--- src/rtl/flash_seq_pkg.sv ---
package flash_seq_pkg;

  localparam int FA_W = 16;
  localparam int FD_W = 8;

  localparam logic [FA_W-1:0] UNLOCK_HI = 16'h5555;
  localparam logic [FA_W-1:0] UNLOCK_LO = 16'h2AAA;

  typedef enum logic [1:0] {
    OP_PROG  = 2'd0,
    OP_ERASE = 2'd1,
    OP_IDENT = 2'd2
  } op_e;

  typedef struct packed {
    logic            is_read;
    logic            last;
    logic [FA_W-1:0] a;
    logic [FD_W-1:0] d;
  } step_t;

  function automatic int max4(input int a, input int b, input int c, input int d);
    int m;
    m = a;
    if (b > m) m = b;
    if (c > m) m = c;
    if (d > m) m = d;
    return m;
  endfunction

  // True when the toggling status bit has stopped changing.
  function automatic logic bit6_settled(input logic [FD_W-1:0] prev, input logic [FD_W-1:0] cur);
    return prev[6] == cur[6];
  endfunction

  // Bus step number idx of an operation.
  function automatic step_t cmd_step(input op_e op, input logic [2:0] idx,
                                     input logic [FA_W-1:0] ta, input logic [FD_W-1:0] td);
    step_t s;
    s = '0;
    if (idx == 3'd0 || idx == 3'd3) begin
      s.a = UNLOCK_HI;
      s.d = 8'hAA;
    end else if (idx == 3'd1 || idx == 3'd4) begin
      s.a = UNLOCK_LO;
      s.d = 8'h55;
    end
    case (op)
      OP_PROG: begin
        if (idx == 3'd2) begin
          s.a = UNLOCK_HI;
          s.d = 8'hA0;
        end else if (idx == 3'd3) begin
          s.a    = ta;
          s.d    = td;
          s.last = 1'b1;
        end
      end
      OP_ERASE: begin
        if (idx == 3'd2) begin
          s.a = UNLOCK_HI;
          s.d = 8'h80;
        end else if (idx == 3'd5) begin
          s.a    = UNLOCK_HI;
          s.d    = 8'h10;
          s.last = 1'b1;
        end
      end
      default: begin
        if (idx == 3'd2) begin
          s.a = UNLOCK_HI;
          s.d = 8'h90;
        end else if (idx == 3'd3 || idx == 3'd4) begin
          s.is_read = 1'b1;
          s.a       = {{(FA_W-1){1'b0}}, idx[0] ^ 1'b1};
          s.d       = '0;
        end else if (idx == 3'd5) begin
          s.a    = UNLOCK_HI;
          s.d    = 8'hF0;
          s.last = 1'b1;
        end
      end
    endcase
    return s;
  endfunction

endpackage

--- src/rtl/flash_bus_engine.sv ---
module flash_bus_engine
  import flash_seq_pkg::*;
#(
  parameter int WP_CYC  = 9,
  parameter int WPH_CYC = 9,
  parameter int OEH_CYC = 15,
  parameter int RD_CYC  = 6
) (
  input  logic            clk,
  input  logic            rst_n,
  input  logic            start_wr,
  input  logic            start_rd,
  input  logic [FA_W-1:0] addr,
  input  logic [FD_W-1:0] wdata,
  output logic            op_done,
  output logic [FD_W-1:0] rdata,
  output logic [FA_W-1:0] addr_o,
  output logic [FD_W-1:0] dq_o,
  output logic            dq_oe,
  input  logic [FD_W-1:0] dq_i,
  output logic            oe_n,
  output logic            we_n
);

  localparam int CMAX = max4(WP_CYC, WPH_CYC, OEH_CYC, RD_CYC);
  localparam int CW   = $clog2(CMAX + 1);
  localparam logic [CW-1:0] WP_LAST  = CW'(WP_CYC - 1);
  localparam logic [CW-1:0] WPH_LAST = CW'(WPH_CYC - 1);
  localparam logic [CW-1:0] OEH_LAST = CW'(OEH_CYC - 1);
  localparam logic [CW-1:0] RD_LAST  = CW'(RD_CYC - 1);

  typedef enum logic [2:0] {E_IDLE, E_WSET, E_WLOW, E_WHIGH, E_RGAP, E_RLOW} ph_e;

  ph_e             ph;
  logic [CW-1:0]   cnt;
  logic [FA_W-1:0] a_q;
  logic [FD_W-1:0] d_q;

  // Named bus events for the properties below.
  logic write_strobe, read_strobe, host_drive, engine_idle;
  assign write_strobe = (ph == E_WLOW);
  assign read_strobe  = (ph == E_RLOW);
  assign host_drive   = (ph == E_WSET) || (ph == E_WLOW) || (ph == E_WHIGH);
  assign engine_idle  = (ph == E_IDLE);

  always_ff @(posedge clk or negedge rst_n) begin
    if (!rst_n) begin
      ph      <= E_IDLE;
      cnt     <= '0;
      a_q     <= '0;
      d_q     <= '0;
      rdata   <= '0;
      op_done <= 1'b0;
    end else begin
      op_done <= 1'b0;
      case (ph)
        E_IDLE: begin
          cnt <= '0;
          if (start_wr) begin
            a_q <= addr;
            d_q <= wdata;
            ph  <= E_WSET;
          end else if (start_rd) begin
            a_q <= addr;
            ph  <= E_RGAP;
          end
        end
        E_WSET: ph <= E_WLOW;
        E_WLOW: begin
          if (cnt == WP_LAST) begin
            cnt <= '0;
            ph  <= E_WHIGH;
          end else cnt <= cnt + 1'b1;
        end
        E_WHIGH: begin
          if (cnt == WPH_LAST) begin
            cnt     <= '0;
            ph      <= E_IDLE;
            op_done <= 1'b1;
          end else cnt <= cnt + 1'b1;
        end
        E_RGAP: begin
          if (cnt == OEH_LAST) begin
            cnt <= '0;
            ph  <= E_RLOW;
          end else cnt <= cnt + 1'b1;
        end
        E_RLOW: begin
          if (cnt == RD_LAST) begin
            cnt     <= '0;
            rdata   <= dq_i;
            op_done <= 1'b1;
            ph      <= E_IDLE;
          end else cnt <= cnt + 1'b1;
        end
        default: ph <= E_IDLE;
      endcase
    end
  end

  assign we_n   = ~write_strobe;
  assign oe_n   = ~read_strobe;
  assign dq_oe  = host_drive;
  assign addr_o = a_q;
  assign dq_o   = d_q;

  assert_we_hold_R2: assert property (@(posedge clk) disable iff (!rst_n)
    (!we_n && $past(!we_n)) |-> ($stable(addr_o) && $stable(dq_o) && dq_oe));

  assert_dq_release_R3: assert property (@(posedge clk) disable iff (!rst_n)
    $fell(oe_n) |-> $past(!dq_oe));

  assert_strobe_excl_R11: assert property (@(posedge clk) disable iff (!rst_n)
    !(!we_n && !oe_n));

  assert_start_idle_R10: assert property (@(posedge clk) disable iff (!rst_n)
    (start_wr || start_rd) |-> engine_idle);

endmodule

--- src/rtl/flash_toggle_poll.sv ---
module flash_toggle_poll
  import flash_seq_pkg::*;
#(
  parameter int POLL_LIMIT = 4096
) (
  input  logic            clk,
  input  logic            rst_n,
  input  logic            clr,
  input  logic            smp_vld,
  input  logic [FD_W-1:0] smp,
  output logic            settled,
  output logic            expired
);

  localparam int PW = $clog2(POLL_LIMIT + 1);

  logic            have_prev;
  logic [FD_W-1:0] prev;
  logic [PW-1:0]   cnt;

  assign settled = smp_vld && have_prev && bit6_settled(prev, smp);
  assign expired = smp_vld && !settled && ((int'(cnt) + 1) >= POLL_LIMIT);

  always_ff @(posedge clk or negedge rst_n) begin
    if (!rst_n) begin
      have_prev <= 1'b0;
      prev      <= '0;
      cnt       <= '0;
    end else if (clr) begin
      have_prev <= 1'b0;
      prev      <= '0;
      cnt       <= '0;
    end else if (smp_vld) begin
      have_prev <= 1'b1;
      prev      <= smp;
      if (int'(cnt) < POLL_LIMIT) cnt <= cnt + 1'b1;
    end
  end

  assert_count_bound_R8: assert property (@(posedge clk) disable iff (!rst_n)
    int'(cnt) <= POLL_LIMIT);

endmodule

--- src/rtl/flash_prog_seq.sv ---
module flash_prog_seq
  import flash_seq_pkg::*;
#(
  parameter int WP_CYC     = 9,
  parameter int WPH_CYC    = 9,
  parameter int OEH_CYC    = 15,
  parameter int RD_CYC     = 6,
  parameter int POLL_LIMIT = 4096
) (
  input  logic        clk,
  input  logic        rst_n,
  input  logic        req_valid,
  input  logic [1:0]  req_op,
  input  logic [15:0] req_addr,
  input  logic [7:0]  req_data,
  output logic        busy,
  output logic        done,
  output logic        err,
  output logic [7:0]  result0,
  output logic [7:0]  result1,
  output logic [15:0] fl_addr,
  output logic [7:0]  fl_dq_o,
  output logic        fl_dq_oe,
  input  logic [7:0]  fl_dq_i,
  output logic        fl_ce_n,
  output logic        fl_oe_n,
  output logic        fl_we_n
);

  typedef enum logic [2:0] {T_IDLE, T_CMD, T_POLL, T_VERIFY, T_FIN} st_e;

  st_e             state;
  op_e             op_q;
  logic [FA_W-1:0] addr_q;
  logic [FD_W-1:0] data_q;
  logic [2:0]      step_q;
  logic            wait_q;
  logic            err_q;
  logic [FD_W-1:0] res0_q, res1_q;

  logic            accept;
  step_t           cur;
  logic            launch_wr, launch_rd;
  logic [FA_W-1:0] launch_a;
  logic [FD_W-1:0] launch_d;
  logic            eng_done;
  logic [FD_W-1:0] eng_rdata;
  logic            poll_smp, poll_ok, poll_late;
  logic            readback_bad;

  assign accept       = (state == T_IDLE) && req_valid && (req_op != 2'd3);
  assign cur          = cmd_step(op_q, step_q, addr_q, data_q);
  assign poll_smp     = (state == T_POLL) && eng_done;
  assign readback_bad = (state == T_VERIFY) && eng_done && (eng_rdata != data_q);

  always_comb begin
    launch_wr = 1'b0;
    launch_rd = 1'b0;
    launch_a  = '0;
    launch_d  = '0;
    if (!wait_q) begin
      case (state)
        T_CMD: begin
          launch_wr = !cur.is_read;
          launch_rd = cur.is_read;
          launch_a  = cur.a;
          launch_d  = cur.d;
        end
        T_POLL: begin
          launch_rd = 1'b1;
          launch_a  = (op_q == OP_PROG) ? addr_q : '0;
        end
        T_VERIFY: begin
          launch_rd = 1'b1;
          launch_a  = addr_q;
        end
        default: ;
      endcase
    end
  end

  always_ff @(posedge clk or negedge rst_n) begin
    if (!rst_n) begin
      state  <= T_IDLE;
      op_q   <= OP_PROG;
      addr_q <= '0;
      data_q <= '0;
      step_q <= '0;
      wait_q <= 1'b0;
      err_q  <= 1'b0;
      res0_q <= '0;
      res1_q <= '0;
    end else begin
      if (launch_wr || launch_rd) wait_q <= 1'b1;
      else if (eng_done)          wait_q <= 1'b0;
      case (state)
        T_IDLE: begin
          if (accept) begin
            op_q   <= op_e'(req_op);
            addr_q <= req_addr;
            data_q <= req_data;
            step_q <= '0;
            err_q  <= 1'b0;
            state  <= T_CMD;
          end
        end
        T_CMD: begin
          if (eng_done) begin
            if (cur.is_read) begin
              if (step_q == 3'd3) res0_q <= eng_rdata;
              else                res1_q <= eng_rdata;
            end
            if (cur.last) state <= (op_q == OP_IDENT) ? T_FIN : T_POLL;
            else          step_q <= step_q + 3'd1;
          end
        end
        T_POLL: begin
          if (poll_ok) state <= (op_q == OP_PROG) ? T_VERIFY : T_FIN;
          else if (poll_late) begin
            err_q <= 1'b1;
            state <= T_FIN;
          end
        end
        T_VERIFY: begin
          if (eng_done) begin
            res0_q <= eng_rdata;
            err_q  <= readback_bad;
            state  <= T_FIN;
          end
        end
        T_FIN:   state <= T_IDLE;
        default: state <= T_IDLE;
      endcase
    end
  end

  flash_bus_engine #(
    .WP_CYC (WP_CYC),
    .WPH_CYC(WPH_CYC),
    .OEH_CYC(OEH_CYC),
    .RD_CYC (RD_CYC)
  ) u_bus (
    .clk     (clk),
    .rst_n   (rst_n),
    .start_wr(launch_wr),
    .start_rd(launch_rd),
    .addr    (launch_a),
    .wdata   (launch_d),
    .op_done (eng_done),
    .rdata   (eng_rdata),
    .addr_o  (fl_addr),
    .dq_o    (fl_dq_o),
    .dq_oe   (fl_dq_oe),
    .dq_i    (fl_dq_i),
    .oe_n    (fl_oe_n),
    .we_n    (fl_we_n)
  );

  flash_toggle_poll #(
    .POLL_LIMIT(POLL_LIMIT)
  ) u_poll (
    .clk    (clk),
    .rst_n  (rst_n),
    .clr    (accept),
    .smp_vld(poll_smp),
    .smp    (eng_rdata),
    .settled(poll_ok),
    .expired(poll_late)
  );

  assign busy    = (state != T_IDLE);
  assign done    = (state == T_FIN);
  assign err     = err_q;
  assign result0 = res0_q;
  assign result1 = res1_q;
  assign fl_ce_n = ~busy;

  assert_req_ignored_R10: assert property (@(posedge clk) disable iff (!rst_n)
    (busy && req_valid) |=> ($stable(addr_q) && $stable(data_q) && $stable(op_q)));

  assert_done_pulse_R10: assert property (@(posedge clk) disable iff (!rst_n)
    done |=> !done);

  assert_readback_err_R9: assert property (@(posedge clk) disable iff (!rst_n)
    readback_bad |=> (err_q && done));

endmodule

--- config.mk ---
export PLATFORM = sky130hd
export DESIGN_NAME = flash_prog_seq
export DESIGN_NICKNAME = d
export VERILOG_FILES = /design/src/rtl/flash_seq_pkg.sv /design/src/rtl/flash_bus_engine.sv /design/src/rtl/flash_toggle_poll.sv /design/src/rtl/flash_prog_seq.sv
export SDC_FILE = /design/constraint.sdc
export NUM_CORES = 1
export LEC_CHECK = 0
export BUFFER_PORTS_ARGS = -buffer_cell sky130_fd_sc_hd__buf_2
export CORE_UTILIZATION = 45
export CTS_CLUSTER_DIAMETER = 150
export DETAILED_ROUTE_END_ITERATION = 6
export PLACE_DENSITY = 0.64
export SLEW_MARGIN = 20
export SYNTH_ARGS = -nofsm -noshare
export SYNTH_HDL_FRONTEND = slang
export SYNTH_HIERARCHICAL = 1
export SYNTH_SLANG_ARGS = --single-unit
--- constraint.sdc ---
create_clock -name clk -period 4.77 [get_ports clk]
set_input_delay 0.477 -clock clk [delete_from_list [all_inputs] [get_ports clk]]
set_output_delay 0.477 -clock clk [all_outputs]
set_load 0.03 [all_outputs]
==> metrics.yaml, run 1 <==
cp.arrival_ns: 3.47
reg2reg_from: "step_q[2]$_DFFE_PN0P_"
cts_tree: "built"
critPathTopFamily: "adder cells"
setup-violations-final: 0
maxCapViolCount: 0
max_slew.worst_pin.slew_ns: 0.889
firstDrtPassIters: 4
ys_seq_area_share_pct: 46.9
clock_latency_ns: 0.35
power.total_uw: 3080
grt_pass1_vias: 4384
grt_usage_pct: 22.3
rows: 40
crit_type: "flip-flop to flip-flop"
startpoint_type: "flip-flop"
post-route-min-period_ns: 3.23
dp.cells: 790
finalHoldViolCount: 0
dieWidth_um: 114
cts_hold_buf: 0
drtIter0Drc: 251
peakVddDrop_v: 0.000191
setup-tns-final_ns: 0
initial_core_util_pct: 46.5
synth_edf_count: 0
n_fill_cell: 1089
yosys_most_used_dff: "dfrtp_1"
drive_above_1_share_pct: 23.4
slew_viol_final: 0
mostFrequentLayoutCell: "nand2_1"
final_net_count: 683
holdWs_ns: 0.249
max_freq_ghz: 0.310
postCtsSetupBuffers: 0
area_delta_synth_final_pct: 13.3
end_kind: "flip-flop"
io_pins: 84
p_leak_uw: 0.00329
async_flop_share_pct: 100
slew_headroom_pct: 40.7
ctsResizeCount: 0
core_area_um2: 12100
routed_wl_um: 13600
cp_slowest_cell: "ha_1"
path_cells: "inv_1, ha_1, o21ai_1, a21oi_2, a21oi_1, nor3_1, nor2_1, nor4_4, buf_4, mux2_2"
synth_cell_types: 66
port_buffers: 83
post_drt_wl_per_cell_um: 16.8
finalClockSkew_ns: 0.00881
die_h_um: 114
drc_errors: 0
grt_pass1_wl_um: 22100
clockRootBuffer: "clkbuf_16"
slowest_delay_ns: 0.63
cts_max_level: 3
synthCells: 564
die_area_um2: 12900
final_area_um2: 6350
cp_num_buf_inv: 2
clk_pin_slew_ns: 0.07
worstReg2RegEnd: "u_bus/addr_o[3]$_DFFE_PN0P_"
ys_warn_count: 6
cp.required_ns: 5.01
dpl_cell_area_um2: 6070
final_cell_mix: "120 x nand2_1, 105 x dfrtp_1, 82 x buf_2"
postSynthRegisterBits: 105
drtAntennaViolNets: 0
p_per_area_nw_per_um2: 485
antenna-diode-count: 0
via_count: 4393
antenna_found_initial: 0
avgSynthCellArea_um2: 9.94
fin_cells: 806
clk_path_buf_depth: 2
cts_sinks: 105
status: "finished clean"
fin_crit_sh_pct: 67.7
via_per_inst: 5.45
hold_class: "input port to async pin"
ff2ff_path_depth: 10
place_congestion: 0.839
syn_nets: 614
grt_max_degree: 68
ff2ff_setup_slack_ns: 1.54
post-dp-hpwl_um: 9650
cts_made_buffers: 9
rsz0062_at_grt: "false"
critPathMaxFanout: 21
grt.overflow.total: 0
netlist_area_um2: 5610
[worst reg2reg max path, cell delays in order (launching register included)]
cell,delay [ns]
dfrtp_1,0.54
inv_1,0.21
ha_1,0.63
o21ai_1,0.20
a21oi_2,0.24
a21oi_1,0.10
nor3_1,0.24
nor2_1,0.12
nor4_4,0.14
buf_4,0.32
mux2_2,0.38
[cell type report]
cell class / count / area (um^2) / area share, %
clock buffers: 11 / 243 / 3.82
multi-input cells: 414 / 2730 / 43.0
clock inverters: 5 / 38.8 / 0.611
repair buffers: 85 / 433 / 6.82
well taps: 168 / 210 / 3.31
inverters: 18 / 68.8 / 1.08
flip-flops and latches: 105 / 2630 / 41.4
[routing by layer]
layer	up-vias	share of wire (%)	track usage, %
li1	2105	-	-
met1	2193	46	29.9
met2	80	48	36.1
met3	15	3.6	4.57
met4	0	1.8	7.54
met5	-	0	0
[worst max-delay path by stage]
stage,cells after the start,slack (ns),startpoint,end
2_1_floorplan,11,2.30,step_q[0]$_DFFE_PN0P_,u_bus/addr_o[10]$_DFFE_PN0P_
3_3_place_gp,10,1.70,step_q[2]$_DFFE_PN0P_,u_bus/addr_o[3]$_DFFE_PN0P_
3_5_place_dp,10,1.61,step_q[2]$_DFFE_PN0P_,u_bus/addr_o[3]$_DFFE_PN0P_
4_1_cts,10,1.60,step_q[2]$_DFFE_PN0P_,u_bus/addr_o[3]$_DFFE_PN0P_
5_1_grt,10,1.25,step_q[2]$_DFFE_PN0P_,u_bus/addr_o[2]$_DFFE_PN0P_
6_report,10,1.54,step_q[2]$_DFFE_PN0P_,u_bus/addr_o[3]$_DFFE_PN0P_
[kinds of logic (layout without fill, tap and decap cells)]
logic type	Yosys count	in the layout	share of synthesized area, %
AOI/OAI and AO/OA	97	97	11.2
muxes	54	54	11.5
xor gates and xnor gates	18	18	2.81
DFF	105	105	46.9
buffers and inverters	45	119	4.42
and+or+nand+nor	232	232	20.3
adders and majority gates	13	13	2.90
[Yosys cell counts (6+ instances only)]
| library cell | number | area share [%] |
|---|---|---|
| o21ai_0 | 21 | 1.9 |
| nor2b_1 | 7 | 0.78 |
| and3_1 | 7 | 0.78 |
| mux2_2 | 23 | 4.6 |
| mux2_1 | 17 | 3.4 |
| mux2_4 | 11 | 2.9 |
| nor3_1 | 9 | 0.80 |
| buf_2 | 11 | 0.98 |
| a21oi_1 | 21 | 1.9 |
| dfrtp_1 | 105 | 47 |
| xor2_1 | 16 | 2.5 |
| nand3_1 | 19 | 1.7 |
| nor2_1 | 29 | 1.9 |
| inv_1 | 14 | 0.94 |
| ha_1 | 13 | 2.9 |
| nand2_1 | 120 | 8.0 |
| nand2b_1 | 6 | 0.67 |
| a31oi_1 | 6 | 0.67 |
| a21o_1 | 10 | 1.3 |
[flip-flops by register name (all words and copies together), names as in the netlist]
name              count
addr_q               16
data_q                8
err                   1
op_q                  2
result0               8
result1               8
state                 3
step_q                3
u_bus/addr_o         16
u_bus/cnt             4
u_bus/dq_o            8
u_bus/op_done         1
u_bus/ph              3
u_bus/rdata           8
u_poll/cnt           13
u_poll/have_prev      1
u_poll/prev           1
wait_q                1
[per-stage QoR]
| stage | util [%] | worst slack [ns] |
|---|---|---|
| 6_report | 52.7 | 1.54 |
| 5_1_grt | 52.7 | 1.25 |
| 2_1_floorplan | - | 2.30 |
| 3_3_place_gp | 50.3 | 1.70 |
| 3_5_place_dp | 50.3 | 1.61 |
| 4_1_cts | 52.7 | 1.60 |
[where the power goes]
part	internal, uW	total (uW)	leakage [uW]	switching (uW)
registers	1090	1340	0.00139	258
logic	373	1030	0.00177	657
clock network	373	711	0.000137	338
total	1830	3080	0.00329	1250
Note: power is estimated with default switching activity, not from simulation.
==> run 2, diff against run 1 <==
- PLACE_DENSITY: 0.64 -> 0.67
- clock period: 4.77 -> 2.8 ns (I/O delays scaled with it)
==> metrics.yaml, run 2 (synthesis results as in run 1) <==
p_leak_uw: 0.00337
dp.cells: 802
end_kind: "flip-flop"
final_cell_mix: "120 x nand2_1, 105 x dfrtp_1, 82 x buf_2"
cp_slowest_cell: "dfrtp_1"
combPwrFrac_pct: 35.0
switching_share_pct: 39.5
ff2ff_path_depth: 10
slew_viol_final: 0
final_area_um2: 6470
setup-tns-final_ns: 0
clock_latency_ns: 0.34
port_buffers: 83
slowest_delay_ns: 0.43
mostFrequentLayoutCell: "nand2_1"
dpl_cell_area_um2: 6190
slew_headroom_pct: 53.2
grt_pass1_vias: 4254
drtIter0Drc: 215
drc_errors: 0
clockRootBuffer: "clkbuf_16"
reg2reg_from: "step_q[0]$_DFFE_PN0P_"
ctsResizeCount: 0
finalClockSkew_ns: 0.00377
cts_sinks: 105
grt_usage_pct: 20.7
netSwitchingPower_uw: 2080
dieWidth_um: 114
grt.overflow.total: 0
cts_max_level: 3
postCtsSetupBuffers: 0
clockPowerShare_pct: 22.4
hold_class: "input port to flip-flop"
drive_above_1_share_pct: 24.6
cp_num_buf_inv: 1
p_per_area_nw_per_um2: 813
cts_hold_buf: 1
via_count: 4372
grt_max_degree: 65
cp.required_ns: 3.03
grt_pass1_wl_um: 21100
initial_core_util_pct: 46.5
ff2ff_setup_slack_ns: 0.23
path_cells: "ha_1, ha_1, o21ai_1, a21oi_2, a21oi_1, nor3_1, nor2_1, nor4_4, buf_12, mux2_2"
seqPwrFrac_pct: 42.6
critPathTopFamily: "simple AND/OR/NAND/NOR gates"
die_h_um: 114
fin_cells: 819
place_congestion: 0.969
clk_path_buf_depth: 2
fin_crit_sh_pct: 91.7
clk_pin_slew_ns: 0.07
status: "finished clean"
crit_type: "flip-flop to flip-flop"
internal-power_uw: 3180
cts_tree: "built"
final_net_count: 696
hold-path-endpoint: "addr_q[10]$_DFFE_PN0P_"
routed_wl_um: 12600
via_per_inst: 5.34
die_area_um2: 12900
post-dp-hpwl_um: 9230
cts_made_buffers: 9
max_slew.worst_pin.slew_ns: 0.702
min_from: "req_addr[10]"
worstReg2RegEnd: "u_bus/addr_o[1]$_DFFE_PN0P_"
rsz0062_at_grt: "false"
cp.arrival_ns: 2.79
core_area_um2: 12100
startpoint_type: "flip-flop"
critPathMaxFanout: 16
peakVddDrop_v: 0.000424
cp_common_cell: "ha_1"
holdPathStages: 3
rows: 40
finalHoldViolCount: 0
area_delta_synth_final_pct: 15.4
maxCapViolCount: 0
max_freq_ghz: 0.390
post-route-min-period_ns: 2.57
drtAntennaViolNets: 0
post_drt_wl_per_cell_um: 15.4
firstDrtPassIters: 4
setup-violations-final: 0
io_pins: 84
antenna_found_initial: 0
antenna-diode-count: 0
## run 2: final cells by class
| class | count | area (um^2) |
|---|---|---|
| clock inverters | 3 | 15.0 |
| flip-flops and latches | 105 | 2630 |
| repair buffers | 98 | 558 |
| clock buffers | 13 | 260 |
| fillers | 1090 | 5590 |
| well taps | 168 | 210 |
| multi-input cells | 414 | 2730 |
| inverters | 18 | 68.8 |
## run 2: worst register-to-register path, cell delays in order (launching register included)
cell and delay, ns:
dfrtp_1 0.43, ha_1 0.18, ha_1 0.28, o21ai_1 0.13
a21oi_2 0.23, a21oi_1 0.10, nor3_1 0.21, nor2_1 0.13
nor4_4 0.21, buf_12 0.21, mux2_2 0.35
## run 2: stage by stage
| stage | worst slack (ns) | util, % | total power, uW | hold slack (ns) |
|---|---|---|---|---|
| 6_report | 0.233 | 53.7 | 5260 | 0.125 |
| 5_1_grt | 0.00301 | 53.7 | 5610 | 0.126 |
| 4_1_cts | 0.237 | 53.7 | 5290 | 0.121 |
| 3_5_place_dp | 0.272 | 51.3 | 4090 | 0.304 |
| 3_3_place_gp | 0.344 | 51.3 | 4060 | 0.293 |
| 2_1_floorplan | 0.328 | - | 3590 | -0.0156 |
## run 2: how the worst max path moves through the flow
stage                                startpoint                      endpoint  slack (ns)  cells after the start
after floorplan           step_q[0]$_DFFE_PN0P_  u_bus/addr_o[10]$_DFFE_PN0P_        0.33                     11
after global placement    step_q[0]$_DFFE_PN0P_   u_bus/addr_o[5]$_DFFE_PN0P_        0.34                     10
after detailed placement  step_q[0]$_DFFE_PN0P_   u_bus/addr_o[1]$_DFFE_PN0P_        0.27                     10
after CTS                 step_q[0]$_DFFE_PN0P_   u_bus/addr_o[1]$_DFFE_PN0P_        0.24                     10
after global routing      step_q[0]$_DFFE_PN0P_   u_bus/addr_o[1]$_DFFE_PN0P_       0.003                     10
final                     step_q[0]$_DFFE_PN0P_   u_bus/addr_o[1]$_DFFE_PN0P_        0.23                     10
## run 2: metal layers
layer / track usage (%) / vias up / wire (um)
met5: 0 / - / 0
met4: 5.70 / 0 / 165
met3: 3.93 / 12 / 565
met2: 33.5 / 96 / 6120
met1: 28.6 / 2141 / 5800
li1: - / 2123 / -
## run 2: power by group through the flow
| stage | Sequential (uW) | Combinational, uW | Clock (uW) |
|---|---|---|---|
| floorplan | 2210 | 1380 | 0 |
| global placement | 2250 | 1810 | 0 |
| detailed placement | 2260 | 1830 | 0 |
| CTS | 2240 | 1840 | 1210 |
| global route | 2280 | 2060 | 1260 |
| finish | 2240 | 1840 | 1180 |
